==> config.mk <==
export PLATFORM = sky130hd
export DESIGN_NAME = cfg_window
export DESIGN_NICKNAME = d
export VERILOG_FILES = /design/src/rtl/cfgw_pkg.sv /design/src/rtl/cfgw_decode.sv /design/src/rtl/cfgw_bank.sv /design/src/rtl/cfgw_rdport.sv /design/src/rtl/cfg_window.sv
export SDC_FILE = /design/constraint.sdc
export NUM_CORES = 1
export LEC_CHECK = 0
export BUFFER_PORTS_ARGS = -buffer_cell sky130_fd_sc_hd__buf_2
export CORE_MARGIN = 5
export CORE_UTILIZATION = 59
export CTS_BUF_LIST = sky130_fd_sc_hd__clkbuf_16
export CTS_CLUSTER_DIAMETER = 100
export DETAILED_ROUTE_END_ITERATION = 10
export PLACE_DENSITY = 0.83
export RECOVER_POWER = 50
export SLEW_MARGIN = 20
export SYNTH_ARGS = -nofsm -noshare
export SYNTH_HDL_FRONTEND = slang
export SYNTH_SLANG_ARGS = --single-unit
==> constraint.sdc <==
create_clock -name clk -period 2.3 [get_ports clk]
set_input_delay 0.345 -clock clk [delete_from_list [all_inputs] [get_ports clk]]
set_output_delay 0.345 -clock clk [all_outputs]
set_load 0.005 [all_outputs]
==> src/rtl/cfgw_pkg.sv <==
package cfgw_pkg;
  localparam int unsigned OFS_SCRATCH = 1;
  localparam int unsigned OFS_INDEX   = 2;
  localparam int unsigned OFS_DATA    = 3;

  typedef struct packed {
    logic wr_scr;
    logic wr_idx;
    logic wr_dat;
    logic rd_scr;
    logic rd_idx;
    logic rd_dat;
  } cfgw_sel_t;
endpackage

==> src/rtl/cfgw_decode.sv <==
module cfgw_decode
  import cfgw_pkg::*;
#(
  parameter int OFS_W = 4
) (
  input  logic [OFS_W-1:0] ofs,
  input  logic             wr,
  input  logic             rd,
  input  logic             lane0,
  output cfgw_sel_t        sel
);
  logic hit_scr, hit_idx, hit_dat, wr_ok;

  always_comb begin
    hit_scr = (ofs == OFS_W'(OFS_SCRATCH));
    hit_idx = (ofs == OFS_W'(OFS_INDEX));
    hit_dat = (ofs == OFS_W'(OFS_DATA));
    wr_ok   = wr & lane0;
    sel.wr_scr = wr_ok & hit_scr;
    sel.wr_idx = wr_ok & hit_idx;
    sel.wr_dat = wr_ok & hit_dat;
    sel.rd_scr = rd & hit_scr;
    sel.rd_idx = rd & hit_idx;
    sel.rd_dat = rd & hit_dat;
  end
endmodule

==> src/rtl/cfgw_bank.sv <==
module cfgw_bank #(
  parameter int DEPTH = 16,
  parameter int DW    = 8,
  parameter int IDX_W = 8
) (
  input  logic             clk,
  input  logic             rst,
  input  logic [IDX_W-1:0] idx,
  input  logic             wr,
  input  logic [DW-1:0]    wdata,
  output logic [DW-1:0]    rdata
);
  localparam int SEL_W = (DEPTH > 1) ? $clog2(DEPTH) : 1;

  logic [DEPTH-1:0][DW-1:0] mem;
  logic                     in_range;
  logic [SEL_W-1:0]         slot;

  assign in_range = (int'(idx) < DEPTH);
  assign slot     = idx[SEL_W-1:0];

  for (genvar e = 0; e < DEPTH; e++) begin : g_entry
    always_ff @(posedge clk) begin
      if (rst) begin
        mem[e] <= '0;
      end else if (wr && in_range && (int'(slot) == e)) begin
        mem[e] <= wdata;
      end
    end
  end

  always_comb begin
    rdata = '0;
    if (in_range) rdata = mem[slot];
  end

  // a write with the index past the bank end leaves every entry alone
  a_r5_oor_write_dropped: assert property (@(posedge clk) disable iff (rst)
    (wr && (int'(idx) >= DEPTH)) |=> $stable(mem));

  // an in-range write lands in the selected entry
  a_r4_write_lands: assert property (@(posedge clk) disable iff (rst)
    (wr && (int'(idx) < DEPTH)) |=> (mem[$past(slot)] == $past(wdata)));
endmodule

==> src/rtl/cfgw_rdport.sv <==
module cfgw_rdport
  import cfgw_pkg::*;
#(
  parameter int DW    = 8,
  parameter int BUS_W = 32
) (
  input  logic             clk,
  input  logic             rst,
  input  logic             rd,
  input  cfgw_sel_t        sel,
  input  logic [DW-1:0]    scr,
  input  logic [DW-1:0]    idx,
  input  logic [DW-1:0]    ent,
  output logic [BUS_W-1:0] rdata,
  output logic             rvalid
);
  logic [DW-1:0] pick;

  always_comb begin
    pick = '0;
    if (sel.rd_scr) pick = scr;
    if (sel.rd_idx) pick = idx;
    if (sel.rd_dat) pick = ent;
  end

  always_ff @(posedge clk) begin
    if (rst || !rd) begin
      rvalid <= 1'b0;
      rdata  <= '0;
    end else begin
      rvalid <= 1'b1;
      rdata  <= {{(BUS_W-DW){1'b0}}, pick};
    end
  end
endmodule

==> src/rtl/cfg_window.sv <==
module cfg_window
  import cfgw_pkg::*;
#(
  parameter int OFS_W = 4,
  parameter int BUS_W = 32,
  parameter int DW    = 8,
  parameter int DEPTH = 16
) (
  input  logic               clk,
  input  logic               rst,
  input  logic [OFS_W-1:0]   bus_ofs,
  input  logic               bus_wr,
  input  logic               bus_rd,
  input  logic [BUS_W/8-1:0] bus_be,
  input  logic [BUS_W-1:0]   bus_wdata,
  output logic [BUS_W-1:0]   bus_rdata,
  output logic               bus_rvalid
);
  localparam int IDX_W = DW;

  cfgw_sel_t        sel;
  logic [DW-1:0]    scratch_q;
  logic [IDX_W-1:0] index_q;
  logic [DW-1:0]    ent_rdata;
  logic [DW-1:0]    wbyte;

  assign wbyte = bus_wdata[DW-1:0];

  cfgw_decode #(.OFS_W(OFS_W)) u_dec (
    .ofs(bus_ofs), .wr(bus_wr), .rd(bus_rd), .lane0(bus_be[0]), .sel(sel)
  );

  always_ff @(posedge clk) begin
    if (rst) begin
      scratch_q <= '0;
      index_q   <= '0;
    end else begin
      if (sel.wr_scr) scratch_q <= wbyte;
      if (sel.wr_idx) index_q   <= wbyte;
    end
  end

  cfgw_bank #(.DEPTH(DEPTH), .DW(DW), .IDX_W(IDX_W)) u_bank (
    .clk(clk), .rst(rst), .idx(index_q), .wr(sel.wr_dat),
    .wdata(wbyte), .rdata(ent_rdata)
  );

  cfgw_rdport #(.DW(DW), .BUS_W(BUS_W)) u_rd (
    .clk(clk), .rst(rst), .rd(bus_rd), .sel(sel),
    .scr(scratch_q), .idx(index_q), .ent(ent_rdata),
    .rdata(bus_rdata), .rvalid(bus_rvalid)
  );

  // the valid strobe follows the read enable by one cycle
  a_r7_rvalid_follows: assert property (@(posedge clk) disable iff (rst)
    bus_rd |=> bus_rvalid);
  a_r7_no_spurious_valid: assert property (@(posedge clk) disable iff (rst)
    !bus_rd |=> (!bus_rvalid && bus_rdata == '0));

  // mask bit 0 clear keeps scratch and index unchanged
  a_r9_lane_gate: assert property (@(posedge clk) disable iff (rst)
    (bus_wr && !bus_be[0]) |=> ($stable(scratch_q) && $stable(index_q)));

  // writes to unused offsets leave scratch and index unchanged
  a_r6_unused_write: assert property (@(posedge clk) disable iff (rst)
    (bus_wr && int'(bus_ofs) != OFS_SCRATCH && int'(bus_ofs) != OFS_INDEX)
      |=> ($stable(scratch_q) && $stable(index_q)));
endmodule

### Word-level counts from Yosys, hierarchy flattened

Cells that the tools add are included.

* bits in registers: 177
* bits of input ports: 44
* output and inout bits: 33
* logic and storage cells: 75

* magnitude comparators: 2
* equality and inequality tests: 18
* multiplexer cells: 7
* bitwise operators: 7
* reductions and logical operators: 20

Operator list (number)
* 8-bit two-way mux: 5
* 8-bit binary-select mux with 4-bit select: 1
* 4-bit == test (second input constant): 8
* 1-bit logical AND: 17
* 4-bit by 2-bit == test with 1-bit output (second input constant): 4
* 4-bit by 3-bit == test with 1-bit output (second input constant): 4
* 4-bit by 1-bit == test with 1-bit output (second input constant): 2
* 8-bit by 5-bit < comparator with 1-bit output (second input constant): 1
* 1-bit AND: 7
* 4-bit by 5-bit < comparator with 1-bit output (second input constant): 1
* 4-bit zero test: 1
* 1-bit zero test: 1
* 1-bit logical OR: 1
* 1-bit two-way mux: 1

### Longest topological paths before layout

* depth in word-level cells: 5
* depth in mapped cells: 7
* depth with buffers taken out: 4

### Hierarchy

Synthesis repeated with hierarchy kept, for this count alone.

* cells, all modules: 658
* area total of the unflattened synthesis: 7210.7 µm²

Modules (own cells, without submodules)
* cfgw_bank: instances 1, cells an instance 522, area each 5835.6 µm², seq. area each 2562.5 µm²
* cfgw_rdport: instances 1, cells an instance 73, area each 732.0 µm², seq. area each 180.2 µm²
* cfg_window: instances 1, cells an instance 52, area each 579.3 µm², seq. area each 320.3 µm²
* cfgw_decode: instances 1, cells an instance 11, area each 63.8 µm², seq. area each 0.0 µm²

### Least setup slack after synthesis

OpenSTA, ideal clock, no wires.

* path kind: register to register
* start point: register index_q[1]
* end point: register u_rd.rdata[4]
* setup time: 125 ps
* arrival: 1828 ps
* required time: 2175 ps
* setup slack: 347 ps
* stages on the path, launching flop included: 8
* buffers on the path: 3
* period minus slack after synthesis: 1953 ps
* cell sequence: dfxtp_1 -> buf_2 -> buf_2 -> buf_2 -> mux4_2 -> mux2_2 -> nand2_1 -> nand3_1

* longest elaborated chain between the ends: 4
* elaborated cells between the ends (all ways): 5
* those cells by class: 1 x order compare; 4 x mux

RTL lines
* start, declared: line cfg_window.sv:23 `logic [IDX_W-1:0] index_q;`
* start signal, assigned: line cfg_window.sv:39 `if (sel.wr_idx) index_q <= wbyte;`
* 8-bit binary-select mux with 4-bit select: line cfgw_bank.sv:34 `if (in_range) rdata = mem[slot];`
* 8-bit two-way mux (not written as such): line cfgw_bank.sv:34
* 8-bit two-way mux *: line cfgw_bank.sv:34
* 8-bit two-way mux *: line cfgw_rdport.sv:23 `if (sel.rd_dat) pick = ent;`
* end signal, assigned: line cfgw_rdport.sv:32 `rdata <= {{(BUS_W-DW){1'b0}}, pick};`
* end, declared: line cfgw_rdport.sv:14 `output logic [BUS_W-1:0] rdata,`

Mark *: on every way between the ends. The rest lies on a longest branch, timed or not. The select of a mux whose other input is x is not followed.
A chain may end at the register's enable or synchronous reset.

### Worst setup path after layout

* start point: register index_q[1]
* end point: register u_bank.mem[20] (netlist bit)

* longest elaborated chain between the ends: 3
* elaborated cells between the ends (all ways): 4
* those cells by class: 1 x order compare; 1 x eq/ne; 2 x reduce/logical

RTL lines
* 8-bit by 5-bit < comparator with 1-bit output: line cfgw_bank.sv:19 `assign in_range = (int'(idx) < DEPTH);`
* 1-bit logical AND: line cfgw_bank.sv:26 `end else if (wr && in_range && (int'(slot) == e)) begin`
* 1-bit logical AND *: line cfgw_bank.sv:26
* end signal, assigned by index: line cfgw_bank.sv:27 `mem[e] <= wdata;`
* end, declared: line cfgw_bank.sv:15 `logic [DEPTH-1:0][DW-1:0] mem;`

Mark *: on every way between the ends. The rest lies on a longest branch, timed or not.

==> results_dict.tcl <==
set metrics [dict create \
    critical_path_class "flop to flop" \
    final-setup-viol-count 0 \
    grt_use_total_pct 28.0 \
    grt_pass1_vias 5963 \
    min_period_over_period_pct 94.4 \
    finish.net_count 813 \
    synth.area.top_cells "dfxtp_1, mux2i_1, mux4_2" \
    design_area_sq_um 8110 \
    cts.repair.resized 0 \
    cts_sinks 153 \
    rsz0062_at_grt "false" \
    worstPathArrival_ns 2.51 \
    crit_family "simple AND/OR/NAND/NOR gates" \
    drt-initial-drc-count 714 \
    syn_inst 767 \
    cts_buffer_depth 2 \
    required_ns 2.64 \
    gp_congestion 0.914 \
    drive_gt1_share_pct 16.6 \
    via_count 6015 \
    postSynthAreaPerCell_sq_um 9.64 \
    drv_slew 0 \
    clock-root-buffer "clkbuf_16" \
    firstDrtPassIters 6 \
    grt_overflow 0 \
    tns_ns 0 \
    port_buffers 25 \
    clock_skew_ns 0.00615 \
    core_area_sq_um 12200 \
    grt_max_degree 82 \
    die_w_um 122 \
    ctsHoldBuffers 0 \
    leakagePower_nw 3.28 \
    hpwl_mm 13.0 \
    antenna_found_initial 0 \
    wl_mm 20.3 \
    p_switching_mw 1.18 \
    end_kind "flop" \
    critPathLaunchType "flop" \
    grt_pass1_wl_mm 31.5 \
    clk_latency_ns 0.43 \
    maxCapViolations 0 \
    status "complete, no violations" \
    synth_most_common_cell "dfxtp_1" \
    slew-limit-headroom_pct 28.6 \
    seq_area_frac_synth_pct 41.4 \
    ys.flop_type "dfxtp_1" \
    switching_share_pct 21.7 \
    vias_per_cell 6.36 \
    cts_buffers 17 \
    cellPowerDensity_nw_per_um2 670 \
    synthArstFlopShare_pct 0 \
    n_antenna_cell 0 \
    p_int_mw 4.26 \
    hold_viol_final 0 \
    cts_tree "built" \
    initial_utilization_pct 60.8 \
    ir_drop_mv 0.506 \
    crit_path_max_incr_delay_ns 0.68 \
    synth_common_cells "dfxtp_1, mux2i_1, nand2b_1, nand3_1, a21oi_1" \
    htreeDepth 4 \
    syn_to_final_growth_pct 9.63 \
    drc 0 \
    cts.clk_slew.worst_paths_ns 0.06 \
    wl_per_cell_um 21.4 \
    p_clk_share_pct 47.1 \
    crit_buf_inv 1 \
    critPathSlowestCell "dfxtp_2" \
    cts.repair_timing.setup_buffer_count 0 \
    combPwrFrac_pct 3.9 \
    synth-seq-cells 153 \
    syn_area_sq_um 7390 \
    synth-edff-count 0 \
    die_area_sq_um 14900 \
    cp_max_fo 16 \
    layout_min_cycle_time_ns 2.17 \
    worst_slew_pin_slew_ns 1.07 \
    fill_cells 955 \
    die_h_um 122 \
    min_path_type "primary input to flop" \
    num_rows 40 \
    synth.distinct_cells 39 \
    synth_top_area_share_pct 41.4 \
    max_freq_ghz 0.461 \
    drtAntennaViolNets 0 \
    seqPwrFrac_pct 49.0 \
    ys_warn_count 0 \
    ioPinCount 77 \
    placed_area_sq_um 7630 \
    crit_chain "buf_12 > and4b_1 > nand4_2 > mux2i_1" \
    synth_top_area_cell "dfxtp_1" \
]
-- worst min-delay path, cell delays in order --
cell and delay [ns]:
buf_2 0.18, nand3_1 0.09, a21oi_1 0.06
-- layer usage --
metal | vias to the layer above | wire (um) | track usage (%)
met5 | - | 0 | 0
li1 | 2645 | - | -
met2 | 367 | 9720 | 45.2
met3 | 91 | 2160 | 8.12
met4 | 0 | 871 | 15.4
met1 | 2912 | 7510 | 33.6
-- per-stage QoR --
stage	instances	total power, mW	setup WS [ns]	util, %	hold slack (ns)
detailed placement	918	2.93	0.0855	62.7	0.462
CTS	946	5.42	0.155	67.0	0.259
finish	946	5.43	0.130	66.7	0.295
floorplan	790	2.89	0.347	-	0.446
global placement	918	2.92	0.238	62.7	0.453
global route	946	5.56	0.0412	66.7	0.292
-- power by group through the flow --
stage	clock, mW	sequential (mW)	combinational, mW
floorplan	0	2.71	0.177
global placement	0	2.72	0.201
detailed placement	0	2.72	0.209
CTS	2.55	2.66	0.210
global route	2.67	2.66	0.229
finish	2.56	2.66	0.215
-- kinds of logic (layout without fill, tap and decap cells) --
group	count (synthesis)	in the layout	synth area share, %
flops	153	153	41.4
compound gates	120	120	8.12
buf+inv	114	102	7.44
other cells	1	24	0.0507
mux	136	136	24.1
simple gates	243	243	18.9
-- cell usage in the layout, fill, tap and decap left out, types with 17 or more instances in the layout --
master and n:
nand2b_1 81, mux2i_1 88, a21oi_1 56, mux4_2 32, o21ai_0 56, conb_1 24
nand2_1 19, nand3_1 70, inv_1 20, nor2_1 18, clkbuf_16 17, buf_4 21
nor3_1 18, dfxtp_1 151
-- final timing paths --
kind / from / end / slack, ns / cells past startpoint
setup / recovery: index_q[1] / u_bank.mem[20] / 0.13 / 4
hold / removal: bus_wdata[4] / u_bank.mem[76] / 0.29 / 3
setup reg to reg: index_q[1] / u_bank.mem[20] / 0.13 / 4
hold reg to reg: u_bank.mem[0] / u_bank.mem[0] / 0.47 / 2
-- final cells by class --
| class | instances | area, sq um | share of cell area [%] |
|---|---|---|---|
| Clock buffer | 17 | 425 | 5.25 |
| Timing Repair Buffer | 58 | 372 | 4.58 |
| Inverter | 16 | 60.1 | 0.741 |
| Clock inverter | 11 | 96.3 | 1.19 |
| Multi-Input combinational cell | 523 | 3880 | 47.8 |
| Tap cell | 168 | 210 | 2.59 |
| Sequential cell | 153 | 3070 | 37.8 |
-- state kept, by name, indices dropped and copies added, names as in the netlist --
signal,cells
index_q,8
scratch_q,8
u_bank.mem,128
u_rd.rdata,8
u_rd.rvalid,1
No activity file was read; power rests on OpenSTA's default activity.
